[src/rtl/tick_timer_pkg.sv]
package tick_timer_pkg;
  typedef enum logic [1:0] {
    PS_IDLE = 2'd0,
    PS_WAIT = 2'd1,
    PS_HIGH = 2'd2
  } pulse_st_e;
endpackage

[src/rtl/tick_base.sv]
module tick_base #(
  parameter int unsigned CNT_W  = 16,
  parameter int unsigned RELOAD = 55543
) (
  input  logic clk_i,
  input  logic rst_ni,
  input  logic mc_en_i,
  output logic wrap_o
);
  localparam logic [CNT_W-1:0] RLD  = CNT_W'(RELOAD);
  localparam logic [CNT_W-1:0] ALL1 = {CNT_W{1'b1}};

  logic [CNT_W-1:0] tmr_q;

  assign wrap_o = mc_en_i && (tmr_q == ALL1);

  always_ff @(posedge clk_i or negedge rst_ni) begin
    if (!rst_ni)       tmr_q <= RLD;
    else if (wrap_o)   tmr_q <= RLD;   // reload in the overflow cycle
    else if (mc_en_i)  tmr_q <= tmr_q + 1'b1;
  end
endmodule

[src/rtl/wait_chan.sv]
module wait_chan #(
  parameter int unsigned TCW = 8
) (
  input  logic           clk_i,
  input  logic           rst_ni,
  input  logic           arm_i,
  input  logic [TCW-1:0] interval_i,
  input  logic           tick_i,
  input  logic [TCW-1:0] cnt_nxt_i,
  output logic           evt_o
);
  logic           act_q;
  logic [TCW-1:0] ivl_q;
  logic [TCW-1:0] tgt_q;
  logic           hit;

  assign hit = act_q && tick_i && (tgt_q == cnt_nxt_i);

  always_ff @(posedge clk_i or negedge rst_ni) begin
    if (!rst_ni) begin
      act_q <= 1'b0;
      ivl_q <= '0;
      tgt_q <= '0;
      evt_o <= 1'b0;
    end else if (arm_i) begin
      // interval 0 wraps back to the same count: 256 ticks
      act_q <= 1'b1;
      ivl_q <= interval_i;
      tgt_q <= cnt_nxt_i + interval_i;
      evt_o <= 1'b0;
    end else begin
      evt_o <= hit;
      if (hit) tgt_q <= tgt_q + ivl_q;
    end
  end
endmodule

[src/rtl/pulse_gen.sv]
module pulse_gen
  import tick_timer_pkg::*;
#(
  parameter int unsigned TCW = 8
) (
  input  logic           clk_i,
  input  logic           rst_ni,
  input  logic           trig_i,
  input  logic [TCW-1:0] len_i,
  input  logic           tick_i,
  output logic           pulse_o
);
  pulse_st_e      st_q;
  logic [TCW-1:0] len_q;
  logic [TCW-1:0] rem_q;

  always_ff @(posedge clk_i or negedge rst_ni) begin
    if (!rst_ni) begin
      st_q    <= PS_IDLE;
      len_q   <= '0;
      rem_q   <= '0;
      pulse_o <= 1'b0;
    end else begin
      unique case (st_q)
        PS_IDLE: if (trig_i) begin
          st_q  <= PS_WAIT;
          len_q <= len_i;
        end
        PS_WAIT: if (tick_i) begin
          st_q    <= PS_HIGH;
          rem_q   <= len_q;
          pulse_o <= 1'b1;
        end
        PS_HIGH: if (tick_i) begin
          // rem 0 counts down through 255, giving 256 periods
          if (rem_q == TCW'(1)) begin
            st_q    <= PS_IDLE;
            pulse_o <= 1'b0;
          end else begin
            rem_q <= rem_q - 1'b1;
          end
        end
        default: st_q <= PS_IDLE;
      endcase
    end
  end
endmodule

[src/rtl/tick_timer.sv]
module tick_timer #(
  parameter int unsigned CNT_W  = 16,
  parameter int unsigned PERIOD = 10000,
  parameter int unsigned COMP   = 7,
  parameter int unsigned NCH    = 4,
  parameter int unsigned TCW    = 8
) (
  input  logic               clk_i,
  input  logic               rst_ni,
  input  logic               mc_en_i,
  input  logic [NCH-1:0]     arm_i,
  input  logic [NCH*TCW-1:0] interval_i,
  input  logic               trig_i,
  input  logic [TCW-1:0]     pulse_len_i,
  output logic               tick_o,
  output logic [TCW-1:0]     tick_cnt_o,
  output logic [NCH-1:0]     evt_o,
  output logic               pulse_o
);
  localparam int unsigned RELOAD = (2 ** CNT_W) - PERIOD + COMP;

  logic           tick_now;
  logic [TCW-1:0] cnt_q;
  logic [TCW-1:0] cnt_nxt;

  tick_base #(.CNT_W(CNT_W), .RELOAD(RELOAD)) u_base (
    .clk_i   (clk_i),
    .rst_ni  (rst_ni),
    .mc_en_i (mc_en_i),
    .wrap_o  (tick_now)
  );

  assign cnt_nxt = cnt_q + {{(TCW-1){1'b0}}, tick_now};

  always_ff @(posedge clk_i or negedge rst_ni) begin
    if (!rst_ni) begin
      cnt_q  <= '0;
      tick_o <= 1'b0;
    end else begin
      cnt_q  <= cnt_nxt;
      tick_o <= tick_now;
    end
  end

  assign tick_cnt_o = cnt_q;

  for (genvar c = 0; c < NCH; c++) begin : g_chan
    wait_chan #(.TCW(TCW)) u_chan (
      .clk_i      (clk_i),
      .rst_ni     (rst_ni),
      .arm_i      (arm_i[c]),
      .interval_i (interval_i[c*TCW +: TCW]),
      .tick_i     (tick_now),
      .cnt_nxt_i  (cnt_nxt),
      .evt_o      (evt_o[c])
    );
  end

  pulse_gen #(.TCW(TCW)) u_pulse (
    .clk_i   (clk_i),
    .rst_ni  (rst_ni),
    .trig_i  (trig_i),
    .len_i   (pulse_len_i),
    .tick_i  (tick_now),
    .pulse_o (pulse_o)
  );
endmodule

[config.mk]
export PLATFORM = sky130hd
export DESIGN_NAME = tick_timer
export DESIGN_NICKNAME = d
export VERILOG_FILES = /design/src/rtl/tick_timer_pkg.sv /design/src/rtl/tick_base.sv /design/src/rtl/wait_chan.sv /design/src/rtl/pulse_gen.sv /design/src/rtl/tick_timer.sv
export SDC_FILE = /design/constraint.sdc
export NUM_CORES = 1
export LEC_CHECK = 0
export ABC_AREA = 1
export BUFFER_PORTS_ARGS = -buffer_cell sky130_fd_sc_hd__buf_2
export CAP_MARGIN = 20
export CORE_ASPECT_RATIO = 1.5
export CORE_MARGIN = 2
export CORE_UTILIZATION = 60
export CTS_CLUSTER_SIZE = 12
export DETAILED_ROUTE_END_ITERATION = 6
export PLACE_DENSITY = 0.85
export SLEW_MARGIN = 20
export SYNTH_ARGS = -nofsm -noshare
export SYNTH_HDL_FRONTEND = slang
export SYNTH_HIERARCHICAL = 1
export SYNTH_SLANG_ARGS = --single-unit
[constraint.sdc]
create_clock -name clk_i -period 10.7 [get_ports clk_i]
set_input_delay 2.14 -clock clk_i [delete_from_list [all_inputs] [get_ports clk_i]]
set_output_delay 2.14 -clock clk_i [all_outputs]
set_load 0.03 [all_outputs]
# Word-level counts from Yosys, hierarchy flattened
# Index checks and enable logic that the tools add are counted.
[word_totals]
inputBits = 48
reg_bits = 116
elab_cells = 94
[op_classes]
n_reduce_logical = 20
mux = 27
n_addsub = 11
n_eq_ne = 13
[ops]
columns = ["cell", "count"]
rows = [
  ["$mux 8", 11],
  ["$add 8x8->8", 8],
  ["$eq 8x8->1", 4],
  ["$mux 16", 2],
  ["$add 16x1->16 const B", 1],
  ["$eq 16x16->1 const B", 1],
  ["$pmux 8 s2", 1],
  ["$reduce_and 4->1", 3],
  ["$reduce_bool 2->1", 6],
  ["$logic_and 1x1->1", 9],
  ["$add 8x1->8", 1],
  ["$eq 8x1->1 const B", 1],
  ["$mux 2", 4],
  ["$sub 8x1->8 const B", 1],
  ["$mux 1", 7],
  ["$ne 2x1->1 const B", 3],
  ["$pmux 2 s3", 1],
  ["$ne 2x2->1 const B", 2],
  ["$eq 2x1->1 const B", 1],
  ["$eq 2x2->1 const B", 1],
  ["$logic_not 2->1", 1],
  ["$pmux 1 s2", 1],
  ["$reduce_and 2->1", 1],
]

# Longest topological paths before layout
[logic_depth]
ltp_word = 7
depth_mapped = 22

# Cells and area by module
# Netlist, hierarchy kept.
[modules_own_cells]
columns = ["mod", "cells_per_inst", "n_inst", "area_per_inst_um2"]
rows = [
  ["wait_chan", 231, 4, 1560.2],
  ["pulse_gen", 129, 1, 1093.5],
  ["tick_base", 132, 1, 1001.0],
  ["tick_timer", 38, 1, 372.9],
]

# Worst setup path before layout
# Ideal clock, no wire load.
[synth_timing]
path_type = "input -> register"
from = "input mc_en_i"
to = "register g_chan[0].u_chan.tgt_q[7]"
stages = 18
t_arrival_ns = 4.801
n_path_buf = 1
setup_slack_ns = 5.782
cell_sequence = "buf_4 -> nand2_1 -> nor2_1 -> nand3_2 -> inv_2 -> ha_1 -> ha_1 -> nand3_1 -> xnor2_1 -> ha_1 -> nand2_1 -> nand2_1 -> a21oi_1 -> nand3_1 -> nand3_1 -> nand2_1 -> nand2_1 -> nand2_1"
[synth_between]
elab_chain_len = 5
[synth_lines]
columns = ["element", "line", "text"]
rows = [
  ["start: declaration", "tick_timer.sv:10", "input logic mc_en_i,"],
  ["$logic_and 1x1->1 (*)", "tick_base.sv:15", "assign wrap_o = mc_en_i && (tmr_q == ALL1);"],
  ["via tick_now", "tick_timer.sv:22", "logic tick_now;"],
  ["$add 8x1->8 (*)", "tick_timer.sv:33", "assign cnt_nxt = cnt_q + {{(TCW-1){1'b0}}, tick_now};"],
  ["via cnt_nxt[4]", "tick_timer.sv:24", "logic [TCW-1:0] cnt_nxt;"],
  ["parallel branches: the longest is 3 deep, another holds $add 8x8->8", "-", ""],
  ["end signal: assignment", "wait_chan.sv:29", "tgt_q <= cnt_nxt_i + interval_i;"],
  ["end signal: assignment", "wait_chan.sv:33", "if (hit) tgt_q <= tgt_q + ivl_q;"],
  ["end: declaration", "wait_chan.sv:14", "logic [TCW-1:0] tgt_q;"],
]
# Mark *: on every way through the listed nets, which the timed path passes.
# A chain may end at the register's enable or synchronous reset.

# Final worst setup path
[layout_timing]
from = "input mc_en_i"
to = "register g_chan[1].u_chan.tgt_q[5]"
[layout_between]
elab_chain_len = 5
[layout_lines]
columns = ["element", "line"]
rows = [
  ["$logic_and 1x1->1 (*)", "tick_base.sv:15"],
  ["via tick_now", "tick_timer.sv:22"],
  ["$add 8x1->8 (*)", "tick_timer.sv:33"],
  ["via cnt_nxt[2]", "tick_timer.sv:24"],
  ["parallel branches: the longest is 3 deep, another holds $add 8x8->8", "-"],
  ["end signal: assignment", "wait_chan.sv:29"],
  ["end signal: assignment", "wait_chan.sv:33"],
  ["end: declaration", "wait_chan.sv:14"],
]
# Marked as above.

==> flow_metrics.py <==
metrics = {
    "clock_network": {
        "cts_buffers": 17,
        "root_buffer": "clkbuf_16",
        "clkTransAtPathRegs_ns": 0.06,
        "clk_path_buf_depth": 2,
        "ctsResizeCount": 0,
        "clkSinkCount": 116,
        "post_cts_buffers": 0,
        "hold_buffers": 0,
        "cts_tree": "done",
        "clock_latency_ns": 0.43,
        "h-tree-depth": 4,
    },
    "detailed_routing": {
        "initialDrtViolationCount": 391,
        "drcViolationCount": 0,
        "antenna_left": 0,
        "avgViaCountPerCell": 5.33,
        "vias": 7946,
        "wl_per_cell_um": 14.0,
        "firstDrtPassIters": 5,
        "routed_wl_um": 20800,
    },
    "die": {
        "coreArea_um2": 14100,
        "io_pins": 62,
        "start_util_pct": 61.7,
        "die_x_um": 102,
        "design.die.area_um2": 15500,
        "die_y_um": 152,
        "fp-row-count": 53,
    },
    "sta": {
        "timing.hold.ws_ns": 0.468,
        "slew_viol_final": 0,
        "skew_ns": 0.0104,
        "rsz0062_at_grt": "no",
        "tns_ns": 0,
        "period_share_pct": 47.4,
        "fin_crit_ns": 5.07,
        "clock.fmax_ghz": 0.197,
        "finalHoldViolations": 0,
        "setup_violations": 0,
        "relSlewSlack_pct": 31.0,
        "tightest_slew_ns": 1.03,
    },
    "synth": {
        "syn_area_um2": 8710,
        "synth_nets": 1340,
        "synth_cell_types": 37,
        "yosysMostFrequentCell": "nand2_1",
        "ys_async_sr_fraction_pct": 100,
        "synth_commonest_cells": "449 x nand2_1, 138 x inv_1, 129 x nand3_1",
        "avgSynthCellArea_um2": 7.12,
        "synth_edf_count": 0,
        "post-synth-top-area-cell": "dfrtp_1",
        "synthTopCellsByArea": "dfrtp_1 30%, nand2_1 19%, ha_1 8.8%, nand3_1 7.4%, inv_1 5.9%",
        "synth_top_area_share_pct": 30.2,
        "ys_seq_area_share_pct": 33.5,
        "yosysWarnings": 6,
        "synth_ff_type": "dfrtp_1",
        "synth-seq-cells": 116,
        "syn_inst": 1223,
    },
    "critical_path": {
        "critPathRequiredTime_ns": 11.02,
        "r2r_cells": 17,
        "path_class": "primary input to register",
        "cp.arrival_ns": 5.39,
        "worst_setup_path_start_kind": "primary input",
        "crit_path_end_kind": "register",
        "worstPathMaxFanout": 13,
    },
    "cells_and_area": {
        "nFillCells": 1162,
        "seqCellArea_um2": 2920,
        "insertedDiodeCount": 0,
        "final-instance-count-excl-fill": 1491,
        "post-route-util_pct": 69.4,
        "area_growth_pct": 12.5,
        "drive_gt1_share_pct": 15.6,
        "multi_input_area_um2": 5130,
        "nNetsFinal": 1403,
    },
    "global_route": {
        "grt_pass1_vias": 7738,
        "grt_pass1_wl_um": 34600,
        "globalRouteTotalUtil_pct": 28.7,
        "grt_max_degree": 71,
        "grt_overflow": 0,
        "antenna_found_initial": 1,
    },
    "outcome": {
        "status": "finished clean",
    },
    "pwr": {
        "power.density_nw_per_um2": 154,
        "p_leak_nw": 5.41,
        "peakVddDrop_v": 0.0000901,
        "p_total_mw": 1.51,
    },
    "job": {
        "cap_viol_max_count": 0,
    },
    "placement": {
        "place_congestion": 0.900,
        "io_buffers": 61,
        "dp_hpwl_um": 15000,
        "dp.cells": 1459,
    },
    "worst_hold_path": {
        "worstHoldPathCells": 1,
        "hp-class": "register to register",
    },
}
[registers in the layout (all words and copies together) (netlist names)]
register	cells
g_chan.u_chan/tgt_q	32
u_base/tmr_q	16
g_chan.u_chan/ivl_q	32
u_pulse/len_q	8
tick_cnt_o	8
g_chan.u_chan/act_q	4
tick_o	1
g_chan.u_chan/evt_o	4
u_pulse/pulse_o	1
u_pulse/rem_q	8
u_pulse/st_q	2
[metrics by stage]
| step | setup slack (ns) | area (um^2) |
|---|---|---|
| after floorplan | 5.78 | 8710 |
| after global placement | 5.30 | 9170 |
| after detailed placement | 5.17 | 9170 |
| after CTS | 5.59 | 9790 |
| after global routing | 5.37 | 9800 |
| final | 5.63 | 9800 |
[power by group]
group,switching [mW],internal (mW)
Clock,0.214,0.387
Sequential,0.0509,0.493
Combinational,0.217,0.144
Total,0.482,1.02
[cells by family (layout without fill, tap and decap cells)]
family | Yosys count | after routing | synth area share (%)
XOR/XNOR | 35 | 35 | 3.52
AND/OR/NAND/NOR | 757 | 757 | 39.3
AO/OA/AOI/OAI | 64 | 64 | 4.08
multiplexers | 11 | 11 | 1.37
buffers and inverters | 171 | 247 | 7.67
flip-flops | 116 | 116 | 33.5
adder cells (fa/ha/maj) | 69 | 69 | 10.6
[per-layer routing]
layer / part of all wire (%) / up-vias / wire length, um / track usage (%)
li1: - / 3989 / - / -
met1: 40 / 3690 / 8310 / 31.3
met2: 52 / 205 / 10800 / 52.1
met3: 4.3 / 60 / 886 / 5.60
met4: 3.7 / 2 / 772 / 14.4
met5: 0.067 / - / 14 / 0
[layout make-up]
class / count / area share [%]
Tap cell: 192 / 2.45
Timing Repair Buffer: 63 / 3.30
Clock buffer: 18 / 4.38
Clock inverter: 14 / 1.90
Inverter: 152 / 5.82
Multi-Input combinational cell: 936 / 52.4
Sequential cell: 116 / 29.8
[cells in the final DEF (no fill, tap or decap), types with 4 or more instances in the layout]
master      count
inv_2          14
o21ai_0        14
nor3_4          4
bufinv_16       4
nor2_1         88
nand3_1       129
or2_2          17
inv_1         138
mux2i_1         4
nor2_2          6
nand2_1       449
ha_1           61
clkinv_2        4
nand3b_1       13
nand3_4         4
mux2_2          7
nand3_2         5
clkbuf_16      17
nand2_2        20
a21oi_1        30
o21ai_1         5
xor2_1         15
fa_1            8
o21ai_2         4
dfstp_2        11
dfrtp_1       105
xnor2_1        19
o22ai_1         8
buf_2          60
or2_1           5
clkinvlp_4      5
nand2_4         6
nor2_4          7
[final timing paths]
kind                       slack, ns                                from                                    end
min reg2reg                     0.47  g_chan[1].u_chan/act_q$_DFFE_PN0P_     g_chan[1].u_chan/act_q$_DFFE_PN0P_
max                             5.63                             mc_en_i  g_chan[1].u_chan/tgt_q[5]$_DFFE_PN0P_
min in group asynchronous       1.72                              rst_ni  g_chan[3].u_chan/ivl_q[2]$_DFFE_PN0P_
max reg2reg                     6.75         u_base/tmr_q[0]$_DFFE_PN1P_  g_chan[1].u_chan/tgt_q[5]$_DFFE_PN0P_
min                             0.47  g_chan[1].u_chan/act_q$_DFFE_PN0P_     g_chan[1].u_chan/act_q$_DFFE_PN0P_
max in group asynchronous       7.63                              rst_ni  g_chan[2].u_chan/tgt_q[2]$_DFFE_PN0P_
[critical path, stage by stage]
cell	delay, ns
buf_2	0.16
nand2_1	0.09
nor2_1	0.18
nand3_2	0.15
inv_2	0.21
ha_1	0.25
ha_1	0.20
xor2_1	0.82
ha_1	0.44
a21oi_1	0.17
nand2_1	0.13
nand2_1	0.10
nand3_1	0.07
nand3_1	0.11
nand2_1	0.06
nand2_1	0.07
nand2_1	0.05
Power figures use the tool's default switching activity.
